**src/rtl/tap_walk_pkg.sv**
```systemverilog
package tap_walk_pkg;

  // Destination codes carried on cmd_end.
  typedef enum logic [1:0] {
    END_RTI      = 2'd0,
    END_IR_PAUSE = 2'd1,
    END_DR_PAUSE = 2'd2,
    END_RTI_ALT  = 2'd3
  } end_code_e;

  // Segment of the command currently being emitted.
  typedef enum logic [1:0] {
    PH_RESET = 2'd0,
    PH_MOVE  = 2'd1,
    PH_PAD   = 2'd2
  } phase_e;

  // Longest move: Exit2, Update, then five steps to IR pause.
  localparam int unsigned PATH_MAX   = 7;
  localparam int unsigned PATH_LEN_W = 3;

endpackage

```
**src/rtl/tap_walk_path_lut.sv**
```systemverilog
module tap_walk_path_lut
  import tap_walk_pkg::*;
(
  input  logic                  from_pause,
  input  logic [1:0]            end_code,
  output logic [PATH_MAX-1:0]   path_bits,
  output logic [PATH_LEN_W-1:0] path_len
);

  // Bit 0 is emitted first.
  logic [4:0]            core_bits;
  logic [PATH_LEN_W-1:0] core_len;

  always_comb begin
    case (end_code)
      END_IR_PAUSE: begin core_bits = 5'b01011; core_len = 3'd5; end
      END_DR_PAUSE: begin core_bits = 5'b00101; core_len = 3'd4; end
      default:      begin core_bits = 5'b00000; core_len = 3'd1; end
    endcase
  end

  // Leaving a Pause state needs Exit2 and Update (two TMS ones) up front.
  always_comb begin
    if (from_pause) begin
      path_bits = {core_bits, 2'b11};
      path_len  = PATH_LEN_W'(core_len + 3'd2);
    end else begin
      path_bits = {2'b00, core_bits};
      path_len  = core_len;
    end
  end

endmodule

```
**src/rtl/tap_walk_tck_gen.sv**
```systemverilog
module tap_walk_tck_gen #(
  parameter int unsigned HALF_DIV = 2
) (
  input  logic clk,
  input  logic rst_n,
  input  logic run,
  output logic tck,
  output logic step_end
);

  localparam int unsigned PERIOD = 2 * HALF_DIV;
  localparam int unsigned CNT_W  = $clog2(PERIOD);
  localparam logic [CNT_W-1:0] RISE_AT = CNT_W'(HALF_DIV - 1);
  localparam logic [CNT_W-1:0] END_AT  = CNT_W'(PERIOD - 1);

  logic [CNT_W-1:0] cnt_q, cnt_d;
  logic             tck_q, tck_d;

  always_comb begin
    cnt_d = cnt_q;
    tck_d = tck_q;
    if (!run) begin
      cnt_d = '0;
      tck_d = 1'b0;
    end else if (cnt_q == END_AT) begin
      cnt_d = '0;
      tck_d = 1'b0;
    end else begin
      cnt_d = cnt_q + 1'b1;
      if (cnt_q == RISE_AT) tck_d = 1'b1;
    end
  end

  always_ff @(posedge clk or negedge rst_n) begin
    if (!rst_n) begin
      cnt_q <= '0;
      tck_q <= 1'b0;
    end else begin
      cnt_q <= cnt_d;
      tck_q <= tck_d;
    end
  end

  assign tck      = tck_q;
  assign step_end = run && (cnt_q == END_AT);

endmodule

```
**src/rtl/tap_walk_seq.sv**
```systemverilog
module tap_walk_seq
  import tap_walk_pkg::*;
#(
  parameter int unsigned HALF_DIV     = 2,
  parameter int unsigned RESET_CYCLES = 10,
  parameter int unsigned PAD_W        = 8
) (
  input  logic             clk,
  input  logic             rst_n,
  input  logic             cmd_valid,
  output logic             cmd_ready,
  input  logic             cmd_reset,
  input  logic [1:0]       cmd_end,
  input  logic [PAD_W-1:0] cmd_pad,
  output logic             tck,
  output logic             tms,
  output logic             tdi,
  output logic             done
);

  localparam int unsigned RST_W   = $clog2(RESET_CYCLES) + 1;
  localparam int unsigned STEP_WA = (PAD_W > RST_W) ? PAD_W : RST_W;
  localparam int unsigned STEP_W  = (STEP_WA > PATH_LEN_W) ? STEP_WA : PATH_LEN_W;
  localparam logic [STEP_W-1:0] RST_LAST = STEP_W'(RESET_CYCLES - 1);

  // Reset: asserted asynchronously, released on the clock.
  logic [1:0] rst_sync_q;
  logic       srst_n;

  always_ff @(posedge clk or negedge rst_n) begin
    if (!rst_n) rst_sync_q <= 2'b00;
    else        rst_sync_q <= {rst_sync_q[0], 1'b1};
  end
  assign srst_n = rst_sync_q[1];

  // State.
  logic                  busy_q, busy_d;
  phase_e                phase_q, phase_d;
  logic [STEP_W-1:0]     idx_q, idx_d;
  logic [1:0]            end_q, end_d;
  logic [PAD_W-1:0]      pad_q, pad_d;
  logic                  pause_q, pause_d;
  logic                  done_q, done_d;
  logic [PATH_MAX-1:0]   path_q, path_d;
  logic [PATH_LEN_W-1:0] plen_q, plen_d;

  logic                  step_end;
  logic                  accept;
  logic                  finish;
  logic [PATH_MAX-1:0]   lut_bits;
  logic [PATH_LEN_W-1:0] lut_len;
  logic [PATH_MAX-1:0]   path_shift;

  tap_walk_path_lut u_lut (
    .from_pause (pause_q),
    .end_code   (cmd_end),
    .path_bits  (lut_bits),
    .path_len   (lut_len)
  );

  tap_walk_tck_gen #(.HALF_DIV(HALF_DIV)) u_tck (
    .clk      (clk),
    .rst_n    (srst_n),
    .run      (busy_q),
    .tck      (tck),
    .step_end (step_end)
  );

  assign accept = cmd_valid && !busy_q;

  // Next state.
  always_comb begin
    busy_d  = busy_q;
    phase_d = phase_q;
    idx_d   = idx_q;
    end_d   = end_q;
    pad_d   = pad_q;
    pause_d = pause_q;
    path_d  = path_q;
    plen_d  = plen_q;
    done_d  = 1'b0;
    finish  = 1'b0;

    if (accept) begin
      busy_d  = 1'b1;
      end_d   = cmd_end;
      pad_d   = cmd_pad;
      path_d  = lut_bits;
      plen_d  = lut_len;
      idx_d   = '0;
      phase_d = cmd_reset ? PH_RESET : PH_MOVE;
    end else if (busy_q && step_end) begin
      case (phase_q)
        PH_RESET: begin
          if (idx_q == RST_LAST) begin
            phase_d = PH_MOVE;
            idx_d   = '0;
          end else begin
            idx_d = idx_q + 1'b1;
          end
        end
        PH_MOVE: begin
          if (idx_q == STEP_W'(plen_q) - STEP_W'(1)) begin
            if (pad_q == '0) begin
              finish = 1'b1;
            end else begin
              phase_d = PH_PAD;
              idx_d   = '0;
            end
          end else begin
            idx_d = idx_q + 1'b1;
          end
        end
        default: begin
          if (idx_q == STEP_W'(pad_q) - STEP_W'(1)) finish = 1'b1;
          else                                      idx_d  = idx_q + 1'b1;
        end
      endcase
    end

    if (finish) begin
      busy_d  = 1'b0;
      done_d  = 1'b1;
      pause_d = (end_q == END_IR_PAUSE) || (end_q == END_DR_PAUSE);
    end
  end

  // Registers.
  always_ff @(posedge clk or negedge srst_n) begin
    if (!srst_n) begin
      busy_q  <= 1'b0;
      phase_q <= PH_MOVE;
      idx_q   <= '0;
      end_q   <= 2'b00;
      pad_q   <= '0;
      pause_q <= 1'b0;
      done_q  <= 1'b0;
      path_q  <= '0;
      plen_q  <= '0;
    end else begin
      busy_q  <= busy_d;
      phase_q <= phase_d;
      idx_q   <= idx_d;
      end_q   <= end_d;
      pad_q   <= pad_d;
      pause_q <= pause_d;
      done_q  <= done_d;
      path_q  <= path_d;
      plen_q  <= plen_d;
    end
  end

  // Outputs. Phase and index move only on the edge where tck falls.
  assign path_shift = path_q >> idx_q[PATH_LEN_W-1:0];

  always_comb begin
    tms = 1'b0;
    if (busy_q) begin
      case (phase_q)
        PH_RESET: tms = 1'b1;
        PH_MOVE:  tms = path_shift[0];
        default:  tms = 1'b0;
      endcase
    end
  end

  assign tdi       = 1'b0;
  assign cmd_ready = !busy_q;
  assign done      = done_q;

  // Checks.
  p_tms_quiet_high_r3: assert property (@(posedge clk) disable iff (!srst_n)
    (tck && $past(tck)) |-> $stable(tms));

  p_done_single_r11: assert property (@(posedge clk) disable iff (!srst_n)
    done |=> !done);

  p_done_after_fall_r11: assert property (@(posedge clk) disable iff (!srst_n)
    done |-> (!tck && $past(tck)));

  p_tck_parked_r2: assert property (@(posedge clk) disable iff (!srst_n)
    cmd_ready |-> !tck);

  p_track_on_done_r10: assert property (@(posedge clk) disable iff (!srst_n)
    !$stable(pause_q) |-> done);

endmodule

```
**config.mk**
```make
export PLATFORM = sky130hd
export DESIGN_NAME = tap_walk_seq
export DESIGN_NICKNAME = d
export VERILOG_FILES = /design/src/rtl/tap_walk_pkg.sv /design/src/rtl/tap_walk_path_lut.sv /design/src/rtl/tap_walk_tck_gen.sv /design/src/rtl/tap_walk_seq.sv
export SDC_FILE = /design/constraint.sdc
export NUM_CORES = 1
export LEC_CHECK = 0
export ABC_AREA = 0
export BUFFER_PORTS_ARGS = -buffer_cell sky130_fd_sc_hd__buf_2
export CORE_MARGIN = 1
export CORE_UTILIZATION = 55
export CTS_CLUSTER_DIAMETER = 100
export DETAILED_ROUTE_END_ITERATION = 7
export GPL_TIMING_DRIVEN = 0
export PLACE_DENSITY = 0.79
export SLEW_MARGIN = 20
export SYNTH_ARGS = -nofsm -noshare
export SYNTH_HDL_FRONTEND = slang
export SYNTH_SLANG_ARGS = --single-unit
```
**constraint.sdc**
```tcl
create_clock -name clk -period 4.55 [get_ports clk]
set_clock_uncertainty 0.05 [all_clocks]
set_input_delay 0.455 -clock clk [delete_from_list [all_inputs] [get_ports clk]]
set_output_delay 0.455 -clock clk [all_outputs]
set_load 0.01 [all_outputs]
```
==> summary.md, run 1 <==
| Metric | Value |
|---|---|
| Prevailing post-synth register cell | dfrtp_1 |
| WL met3 | roughly 120 um |
| Maximum clock path buffer count | 2 |
| CTS sink cnt | 37 |
| Slew Viols, Final | 0 |
| Final Cycle Share | between 60 and 70% |
| Tot GR Track Use | between 20% and 30% |
| Lkg Pwr | 1.083 nW |
| CP required | 4.71 ns |
| Status | completed |
| First-pass GRT wire length | 7134 um |
| Vias in the first global route | 1639 |
| Wire per inst | 14.09 um |
| Nets@finish | around 260 |
| CTS tree | built |
| Setup TNS | 0 ns |
| Max-cap violations | 0 |
| CP startpoint | pad_q[0] |
| Initial Util | 57.88% |
| I/O Pins | 19 |
| Core box area | approximately 0.0037 mm2 |
| Mapped Cells | between 200 and 250 |
| Crit path DAT | 2.89 ns |
| Skew-Pair Late Insertion Delay | 0.29 ns |
| Detailed-placement wirelength estimate | 3078 um |
| Slew headroom | 51.85% |
| DR vias | 1652 |
| CP startpoint kind | flip-flop |
| Synth top area share | a little over two fifths |
| Top sig layer | met4 |
| Crit-path cells | inv_1 > ha_1 > or3b_1 > or4_1 > a211oi_2 > o311a_4 > o21ai_1 > o221ai_1 |
| Metal2 WL | around 2100 um |
| N_diodes | 0 |
| Proportion of layout cells with a drive suffix above 1 | 19.92% |
| Total CTS buffers | 5 |
| Die Width | 64.54 um |
| DRC | 0 |
| Initial DRT Pass Iterations | 4 |
| Post-synth ARST share | 100.0% |
| Antenna violations before repair | 0 |
| Die extent in y | around 65 um |
| VDD IR-drop max | 0.0002534 V |
| Post-DRT Antenna Nets | 0 |
| Crit-path max FO | 8 |
| Count of cell types in the netlist | 55 |
| Crit end category | flip-flop |
| Hold Crit Class | flip-flop to async pin |
| GR Overflow Total | 0 |
| First-iteration detailed-routing DRC count | 60 |
| R2r startpoint | pad_q[0] |
| Avg Inst Size Synth | about 10 um2 |
| RSZ-0062 raised after global routing | no |
| Reg clk slew, reported paths | 0.07 ns |
| Register area share after synthesis | 43.11% |
| WP depth | 8 |
| Power per cell area | 439.0 mW/mm2 |
| Area growth, synth to finish | 12.04% |
| Worst slew pin tran | 0.7179 ns |
| Post_cts resized | 0 |
| Synth Warn # | 0 |
| Final hold violations | 0 |
| Worst path buffer plus inverter count | 1 |
| Count of final setup violators | 0 |
| Crit Path Category | flip-flop to flip-flop |
| DRT Wirelength | roughly 4000 um |
| Synth Net Count | 237 |
| Synth area leaders | dfrtp_1 (42%), ha_1 (5.2%), mux2_2 (5.2%) |
| Die area | 0.004165 mm2 |
| Largest net degree at the start of global routing | 27 |
| Tmin final | 2.732 ns |
| Post-CTS setup buffer count | 0 |
| Cell taking the most area after synthesis | dfrtp_1 |
| Placer Congestion | between 0.8 and 0.9 |
| H-Tree Depth | 2 |
| Post-Syn Area | around 0.0022 mm2 |
| Flops & latches, synth | 37 |
| Worst-case reg-to-reg path depth | 8 |
| Vias/cell | ~5.7 |
| Number of synthesized flops with an enable pin | 0 |
| Worst path max stage delay | 0.49 ns |
| CTS root buf | clkbuf_8 |
| Final design utilization | 64.85% |
| Peak Freq | around 0.37 GHz |
| Port bufs | 17 |
| # rows | 22 |
| M1 wire length | 1820 um |
| Family with the most delay on the worst path | compound AO/OA/AOI/OAI gates |
| Slowest-stage cell, CP | or4_1 |
| Fillers | approximately 310 |
==> worst paths after layout <==
| path | slack, ns | endpoint |
|---|---|---|
| setup reg to reg | 1.82 | idx_q[2] |
| min in group clk | 0.30 | rst_sync_q[1] |
| setup / recovery | 1.82 | idx_q[2] |
| hold reg to reg | 0.07 | idx_q[1] |
| max in group asynchronous | 3.90 | phase_q[0] |
| hold / removal | 0.07 | idx_q[1] |
==> metal layers <==
metal  up-vias  track usage, %
li1        815               -
met1       803           27.83
met2        26           37.24
met3         8           4.225
met4         0           11.39
met5         -               0
==> cell usage after synthesis (2+ instances only) <==
cell type and n:
o31ai_1 3, or4b_1 3, clkbuf_1 7, conb_1 2, ha_1 9, a21oi_1 3
nand2_1 20, a211oi_1 3, o221ai_1 4, nand4_1 3, o21ai_0 16, inv_1 18
mux2_2 10, nor3b_1 2, nor2b_1 2, nor3_1 4, nand2b_1 3, or3b_1 2
o22ai_1 2, nor4_1 2, or3_1 3, xnor2_1 6, mux2i_1 2, nand3_1 4
dfrtp_1 36, o21ai_1 2, nor2_1 11, xor2_1 5
==> layout by cell type (no fill, tap or decap), drive strengths merged, types with 3 or more instances in the layout <==
cell type and instances:
a21oi 3, nand3 4, clkbuf 13, or3 3
buf 22, o221ai 4, nor3 4, or4b 3
ha 9, inv 18, nand2b 4, nand2 20
mux2 11, nand4 3, o31ai 3, xor2 5
dfrtp 36, a211oi 4, xnor2 6, o21ai 18
nor2 11
==> kinds of logic (layout without fill, tap and decap cells) <==
group	Yosys count	count (layout)	synth area share (%)
compound gates	44	44	14.83
xor+xnor	12	12	5.526
fa+ha+maj	9	9	5.236
buf+inv	29	56	5.643
flops	37	37	43.11
mux	14	14	7.911
other cells	2	2	0.3492
simple gates	67	67	17.39
==> stage by stage <==
| stage | total power [mW] | hold WS (ns) | area [um2] | std cells | setup slack [ns] |
|---|---|---|---|---|---|
| after floorplan | 0.7461 | 0.1094 | 2151 | 214 | 1.998 |
| after global placement | 0.8257 | 0.1907 | 2296 | 279 | 1.854 |
| after detailed placement | 0.8432 | 0.08869 | 2317 | 280 | 1.816 |
| after CTS | 1.065 | 0.09055 | 2410 | 289 | 1.798 |
| after global routing | 1.135 | 0.1082 | 2410 | 289 | 1.596 |
| final | 1.058 | 0.07365 | 2410 | 289 | 1.818 |
==> area by class of cell <==
class,instances,area (um2),share of cell area (%)
clock inverters,2,10.01,0.4154
repair buffers,19,115.1,4.777
flip-flops and latches,37,928.4,38.53
plain buffers,11,53.80,2.233
well taps,48,60.06,2.492
multi-input cells,148,1102,45.74
clock buffers,6,72.57,3.011
inverters,18,67.56,2.804
==> registers in the layout, summed over array words and instances (netlist names), 2 cells and up <==
| signal | count |
|---|---|
| idx_q | 8 |
| pad_q | 8 |
| path_q | 6 |
| plen_q | 3 |
| end_q | 2 |
| phase_q | 2 |
| rst_sync_q | 2 |
| u_tck.cnt_q | 2 |
==> report_power, final <==
part / internal (mW) / total [mW] / leakage (nW) / switching (mW)
logic: 0.178 / 0.390 / 0.569 / 0.212
registers: 0.394 / 0.446 / 0.469 / 0.0521
clock network: 0.106 / 0.221 / 0.0450 / 0.115
total: 0.678 / 1.06 / 1.08 / 0.380
==> repair_timing <==
action | in CTS | in global routing
endpoints found under the hold margin | 2 | 0
hold buffers | 1 | 0
setup endpoints to repair | 0 | 0
No activity file was read; power rests on OpenSTA's default activity.
==> run 2: changes to the inputs <==
--- a/config.mk
+++ b/config.mk
@@ -8,7 +8,7 @@
 export ABC_AREA = 0
 export BUFFER_PORTS_ARGS = -buffer_cell sky130_fd_sc_hd__buf_2
 export CORE_MARGIN = 1
-export CORE_UTILIZATION = 55
+export CORE_UTILIZATION = 53
 export CTS_CLUSTER_DIAMETER = 100
 export DETAILED_ROUTE_END_ITERATION = 7
 export GPL_TIMING_DRIVEN = 0
==> constraint.sdc (replaced) <==
create_clock -name clk -period 2.2 [get_ports clk]
set_clock_uncertainty 0.05 [all_clocks]
set_input_delay 0.22 -clock clk [delete_from_list [all_inputs] [get_ports clk]]
set_output_delay 0.22 -clock clk [all_outputs]
set_load 0.01 [all_outputs]
==> run 2 against run 1 <==
The flow now finishes with violations (setup timing); final area rose by 5.7%; cell count up 2.1%; sequential share of layout area fell by 2.1 points; via count decreased by 0.30%; total power grew 110%; hold slack better by 0.016 ns; register-to-register slack lost 2.1 ns; critical path depth unchanged; sequential cell count unchanged; non-clock buffer count grew 6; combinational power grew 120%; first-iteration DRC count grew 53%; critical path type unchanged; critical endpoint is now pause_q; largest cell class unchanged; largest power group unchanged.
==> summary.md, run 2 (same netlist as run 1, synthesis figures left out) <==
| Metric | Value |
|---|---|
| I/O Pins | 19 (unchanged) |
| Count of final setup violators | 11 (was 0) |
| Nets@finish | 269 (was 263) |
| Wire per inst | 14.84 um (was 14.09 um) |
| GR Overflow Total | 0 (unchanged) |
| Setup slack at placement | -0.4331 ns (was 1.816 ns) |
| First-pass GRT wire length | 7100 um (was 7134 um) |
| Status | complete, but fails checks (was completed) |
| First-iteration detailed-routing DRC count | 92 (was 60) |
| H-Tree Depth | 2 (unchanged) |
| Max-cap violations | 0 (unchanged) |
| Tot GR Track Use | 22.19% (was 22.43%) |
| Skew-Pair Late Insertion Delay | 0.29 ns (about the same) |
| Initial DRT Pass Iterations | 4 (unchanged) |
| Core box area | 0.003771 mm2 (was 0.003716 mm2) |
| Die extent in y | 65.71 um (was 64.54 um) |
| Tmin final | 2.476 ns (was 2.732 ns) |
| Slew Viols, Final | 0 (unchanged) |
| Detailed-placement wirelength estimate | 3162 um (was 3078 um) |
| Commonest non-fill, non-tap cell in the layout | dfrtp_1 (unchanged) |
| Crit Path Category | flip-flop to flip-flop (unchanged) |
| CTS root buf | clkbuf_8 (unchanged) |
| Worst path buffer plus inverter count | 1 (unchanged) |
| Antenna violations before repair | 0 (unchanged) |
| Die area | 0.004317 mm2 (was 0.004165 mm2) |
| WP depth | 8 (unchanged) |
| Setup TNS | -2.303 ns (was 0 ns) |
| Total CTS buffers | 5 (unchanged) |
| CTS sink cnt | 37 (unchanged) |
| Peak Freq | 0.4040 GHz (was 0.3660 GHz) |
| N_diodes | 0 (unchanged) |
| Final worst slack | -0.2756 ns (was 1.818 ns) |
| RSZ-0062 raised after global routing | yes (was no) |
| Slowest-stage cell, CP | dfrtp_1 (was or4_1) |
| Largest registers | idx_q (8), pad_q (8), path_q (6) (unchanged) |
| Crit path DAT | 2.60 ns (was 2.89 ns) |
| Largest net degree at the start of global routing | 27 (unchanged) |
| Family with the most delay on the worst path | simple AND/OR/NAND/NOR gates (was compound AO/OA/AOI/OAI gates) |
| Crit end category | flip-flop (unchanged) |
| DRC | 0 (unchanged) |
| Worst path max stage delay | 0.42 ns (was 0.49 ns) |
| Proportion of layout cells with a drive suffix above 1 | 28.74% (was 19.92%) |
| Area growth, synth to finish | 18.44% (was 12.04%) |
| Final Cycle Share | 112.5% (was 60.05%) |
| Die Width | 65.71 um (was 64.54 um) |
| # rows | 22 (unchanged) |
| Initial Util | 57.03% (was 57.88%) |
| Port bufs | 17 (unchanged) |
| Lkg Pwr | 1.129 nW (was 1.083 nW) |
| CP required | 2.33 ns (was 4.71 ns) |
| Placer Congestion | 0.8021 (was 0.8445) |
| Final design utilization | 67.55% (was 64.85%) |
| Commonest cells after routing, fill and taps aside | dfrtp_1 (35), nand2_1 (20), buf_2 (18), inv_1 (15), o21ai_0 (15) (was dfrtp_1 (35), nand2_1 (20), inv_1 (18), buf_2 (18), o21ai_0 (16)) |
| CP startpoint kind | flip-flop (unchanged) |
| Power per cell area | 887.1 mW/mm2 (was 439.0 mW/mm2) |
| Pwr Total | 2.260 mW (was 1.058 mW) |
| Hold Crit Class | flip-flop to async pin (unchanged) |
| R2r startpoint | pad_q[1] (was pad_q[0]) |
| DR vias | 1647 (was 1652) |
| Crit-path max FO | 8 (unchanged) |
| Fin Hold WS | 0.08936 ns (was 0.07365 ns) |
| Maximum clock path buffer count | 2 (unchanged) |
| VDD IR-drop max | 0.0005102 V (was 0.0002534 V) |
| Vias/cell | 5.583 (was 5.716) |
| Slew headroom | 62.97% (was 51.85%) |
| Worst-case reg-to-reg path depth | 8 (unchanged) |
| Worst slew pin tran | 0.5555 ns (was 0.7179 ns) |
| Post-DRT Antenna Nets | 0 (unchanged) |
| DRT Wirelength | 4379 um (was 4071 um) |
| Vias in the first global route | 1565 (was 1639) |
| Crit-path cells | inv_2 > ha_4 > or3b_1 > or4_1 > a211oi_2 > o311a_4 > o21bai_4 > mux2_4 (was inv_1 > ha_1 > or3b_1 > or4_1 > a211oi_2 > o311a_4 > o21ai_1 > o221ai_1) |
| CP startpoint | pad_q[1] (was pad_q[0]) |
| CTS tree | built (unchanged) |
| Final hold violations | 0 (unchanged) |
| Reg clk slew, reported paths | 0.07 ns (about the same) |
| Violated checks | setup timing |
-- run 2: cell count changes in the layout (fill, tap and decap cells not counted), moves of 2 or more --
cell	before	now
buf_4	1	6
inv_1	18	15
inv_2	0	3
buf_6	1	3
clkbuf_1	8	6
nor4_1	2	0
nor4_2	0	2
o21ai_2	0	2
o31ai_1	3	1
o31ai_2	0	2
-- run 2: final timing paths --
| path | slack [ns] | endpoint |
|---|---|---|
| min in group clk | 0.11 | busy_q |
| max | -0.28 | pause_q |
| min | 0.09 | idx_q[1] |
| max in group asynchronous | 1.53 | phase_q[0] |
| max reg2reg | -0.28 | pause_q |
| min reg2reg | 0.09 | idx_q[1] |
-- run 2: layer usage --
| metal | global-route usage (%) | part of all wire [%] | wire length, um | up-vias |
|---|---|---|---|---|
| met4 | 7.609 | 1.5 | 65 | 0 |
| met5 | 0 | 0 | 0 | - |
| met1 | 27.30 | 44 | 1908 | 798 |
| li1 | - | - | - | 818 |
| met2 | 37.76 | 52 | 2286 | 24 |
| met3 | 5.208 | 2.7 | 119 | 7 |
-- run 2: timing repair --
action	in CTS	in global routing
hold buffers	1	0
resized for setup	9	13
hold endpoints to repair	2	0
buffers inserted	6	2
pin swaps	2	3
endpoints found under the setup margin	12	14
-- run 2: power breakdown --
group	switching (mW)	internal [mW]
clock network	0.232	0.219
registers	0.122	0.816
logic	0.466	0.405
-- run 2: final cells by class --
cell class              count  area (um2)
repair buffers             27       186.4
clock buffers               6       72.57
fillers                   286        1224
multi-input cells         148        1180
plain buffers               9       42.54
clock inverters             2       10.01
flip-flops and latches     37       928.4
well taps                  48       60.06
inverters                  18       67.56
-- run 2: metrics by stage --
step	cells	instance area (um2)
2_1_floorplan	214	2161
3_3_place_gp	279	2306
3_5_place_dp	280	2327
4_1_cts	294	2487
5_1_grt	295	2547
6_report	295	2547
==> run 3: changes to the inputs <==
--- a/config.mk
+++ b/config.mk
@@ -8,11 +8,12 @@
 export ABC_AREA = 0
 export BUFFER_PORTS_ARGS = -buffer_cell sky130_fd_sc_hd__buf_2
 export CORE_MARGIN = 1
-export CORE_UTILIZATION = 53
+export CORE_UTILIZATION = 40
 export CTS_CLUSTER_DIAMETER = 100
 export DETAILED_ROUTE_END_ITERATION = 7
 export GPL_TIMING_DRIVEN = 0
-export PLACE_DENSITY = 0.79
+export PLACE_DENSITY = 0.63
+export SKIP_CTS_REPAIR_TIMING = 1
 export SLEW_MARGIN = 20
 export SYNTH_ARGS = -nofsm -noshare
 export SYNTH_HDL_FRONTEND = slang
==> run 3 against run 2 <==
The flow still finishes with violations (setup timing); setup slack worse by 0.17 ns; sequential power hardly changed; sequential share of layout area is 0.86 points lower; first-iteration DRC count is 3.3% lower.
==> summary.md, run 3 (same netlist as run 1, synthesis figures left out) <==
| Metric | Value |
|---|---|
| Status | complete, but fails checks (unchanged) |
| Violated checks | setup timing (unchanged) |
| Slowest-stage cell, CP | or4_4 (was dfrtp_1) |
| Crit end category | flip-flop (unchanged) |
| Slew Viols, Final | 0 (unchanged) |
| Wire per inst | 14.36 um (was 14.84 um) |
| Hold Crit Class | input port to flip-flop (was flip-flop to async pin) |
| Core box area | 0.005140 mm2 (was 0.003771 mm2) |
| Placer Congestion | 0.8150 (was 0.8021) |
| Lkg Pwr | 1.140 nW (was 1.129 nW) |
| Reg clk slew, reported paths | 0.07 ns (about the same) |
| Proportion of layout cells with a drive suffix above 1 | 30.36% (was 28.74%) |
| Fin Hold WS | 0.1088 ns (was 0.08936 ns) |
| Maximum clock path buffer count | 2 (unchanged) |
| Crit-path cells | buf_4 > or4_4 > o2111ai_2 > o31ai_2 > o311a_4 > buf_6 > or4b_1 > o221ai_2 (was inv_2 > ha_4 > or3b_1 > or4_1 > a211oi_2 > o311a_4 > o21bai_4 > mux2_4) |
| Crit path DAT | 2.81 ns (was 2.60 ns) |
| Die extent in y | 75.33 um (was 65.71 um) |
| Area growth, synth to finish | 21.47% (was 18.44%) |
| Port bufs | 17 (unchanged) |
| Detailed-placement wirelength estimate | 3197 um (was 3162 um) |
| First-pass GRT wire length | 7100 um (unchanged) |
| Die area | 0.005675 mm2 (was 0.004317 mm2) |
| Slew headroom | 60.59% (was 62.97%) |
| Largest registers | idx_q (8), pad_q (8), path_q (6) (unchanged) |
| Skew-Pair Late Insertion Delay | 0.29 ns (about the same) |
| VDD IR-drop max | 0.0005890 V (was 0.0005102 V) |
| CP required | 2.36 ns (was 2.33 ns) |
| Antenna violations before repair | 0 (unchanged) |
| Final hold violations | 0 (unchanged) |
| Design Area, Final | 0.002613 mm2 (was 0.002547 mm2) |
| CP startpoint | pad_q[0] (was pad_q[1]) |
| Die Width | 75.33 um (was 65.71 um) |
| Placed cell area | 0.002362 mm2 (was 0.002327 mm2) |
| CTS tree | built (unchanged) |
| # rows | 26 (was 22) |
| Post-DRT Antenna Nets | 0 (unchanged) |
| H-Tree Depth | 2 (unchanged) |
| Final Cycle Share | 120.4% (was 112.5%) |
| CTS sink cnt | 37 (unchanged) |
| Tmin final | 2.649 ns (was 2.476 ns) |
| RSZ-0062 raised after global routing | yes (unchanged) |
| Family with the most delay on the worst path | simple AND/OR/NAND/NOR gates (unchanged) |
| Tot GR Track Use | 16.85% (was 22.19%) |
| Commonest cells after routing, fill and taps aside | dfrtp_1 (34), nand2_1 (20), buf_2 (18), inv_1 (15), o21ai_0 (14) (was dfrtp_1 (35), nand2_1 (20), buf_2 (18), inv_1 (15), o21ai_0 (15)) |
| Total CTS buffers | 5 (unchanged) |
| Startpoint of the lowest-slack hold path | cmd_valid |
| N_diodes | 0 (unchanged) |
| CTS root buf | clkbuf_8 (unchanged) |
| R2r startpoint | pad_q[0] (was pad_q[1]) |
| Crit Path Category | flip-flop to flip-flop (unchanged) |
| Final worst slack | -0.4491 ns (was -0.2756 ns) |
| Power per cell area | 874.6 mW/mm2 (was 887.1 mW/mm2) |
| Nets@finish | 269 (unchanged) |
| Worst path max stage delay | 0.57 ns (was 0.42 ns) |
| Worst slew pin tran | 0.5912 ns (was 0.5555 ns) |
| Count of final setup violators | 11 (unchanged) |
| CP startpoint kind | flip-flop (unchanged) |
| I/O Pins | 19 (unchanged) |
| Vias/cell | 5.180 (was 5.583) |
| Largest net degree at the start of global routing | 23 (was 27) |
| DRT Wirelength | 4553 um (was 4379 um) |
| DRC | 0 (unchanged) |
| Vias in the first global route | 1569 (was 1565) |
| Worst path buffer plus inverter count | 2 (was 1) |
| Max-cap violations | 0 (unchanged) |
| DR vias | 1642 (was 1647) |
| Peak Freq | 0.3775 GHz (was 0.4040 GHz) |
| Initial Util | 41.85% (was 57.03%) |
| Pwr Total | 2.285 mW (was 2.260 mW) |
| GR Overflow Total | 0 (unchanged) |
| First-iteration detailed-routing DRC count | 89 (was 92) |
| Initial DRT Pass Iterations | 4 (unchanged) |
| Commonest non-fill, non-tap cell in the layout | dfrtp_1 (unchanged) |
| Crit-path max FO | 6 (was 8) |
-- run 3: cell types whose count changed in the layout (fill, tap and decap cells not counted), sizes merged --
cell,previous run,this run
clkbuf,12,11
clkinvlp,0,1
-- run 3: layout make-up --
class	instances	area, um2
buffer	9	42.54
clock buffer	5	68.82
clock inverter	3	17.52
fill	492	2527
inverter	18	67.56
multi-input combinational	148	1196
sequential	37	929.6
tap	70	87.58
timing repair buffer	27	202.7
-- run 3: power breakdown --
group	total, mW	switching, mW	leakage (nW)	internal, mW
logic	0.881	0.471	0.627	0.410
registers	0.940	0.125	0.468	0.815
clock network	0.464	0.245	0.0439	0.219
-- run 3: final timing paths --
check / endpoint / slack [ns] / cells past startpoint
min in group asynchronous: end_q[0] / 0.14 / 0
worst min-delay path: busy_q / 0.11 / 2
max in group asynchronous: phase_q[0] / 1.45 / 1
worst max register to register: idx_q[6] / -0.45 / 8
worst min register to register: end_q[0] / 0.14 / 0
worst max-delay path: idx_q[6] / -0.45 / 8
-- run 3: metal layers --
layer	share of wire, %	GRT usage (%)	vias to the layer above
met5	0	0	-
met4	1.4	5.144	0
met3	3.7	3.704	8
met2	50	28.47	25
met1	45	21.69	794
li1	-	-	815
-- run 3: stage by stage --
stage               instances  setup slack (ns)  utilization (%)  setup TNS, ns
finish                    317           -0.4491            50.83         -3.906
detailed placement        302           -0.4575            45.96         -4.129
global route              317           -0.5103            50.83         -4.832
CTS                       310           -0.4799            47.64         -4.462
global placement          301           -0.4102            45.40         -3.624
floorplan                 214           -0.2164                -         -1.716
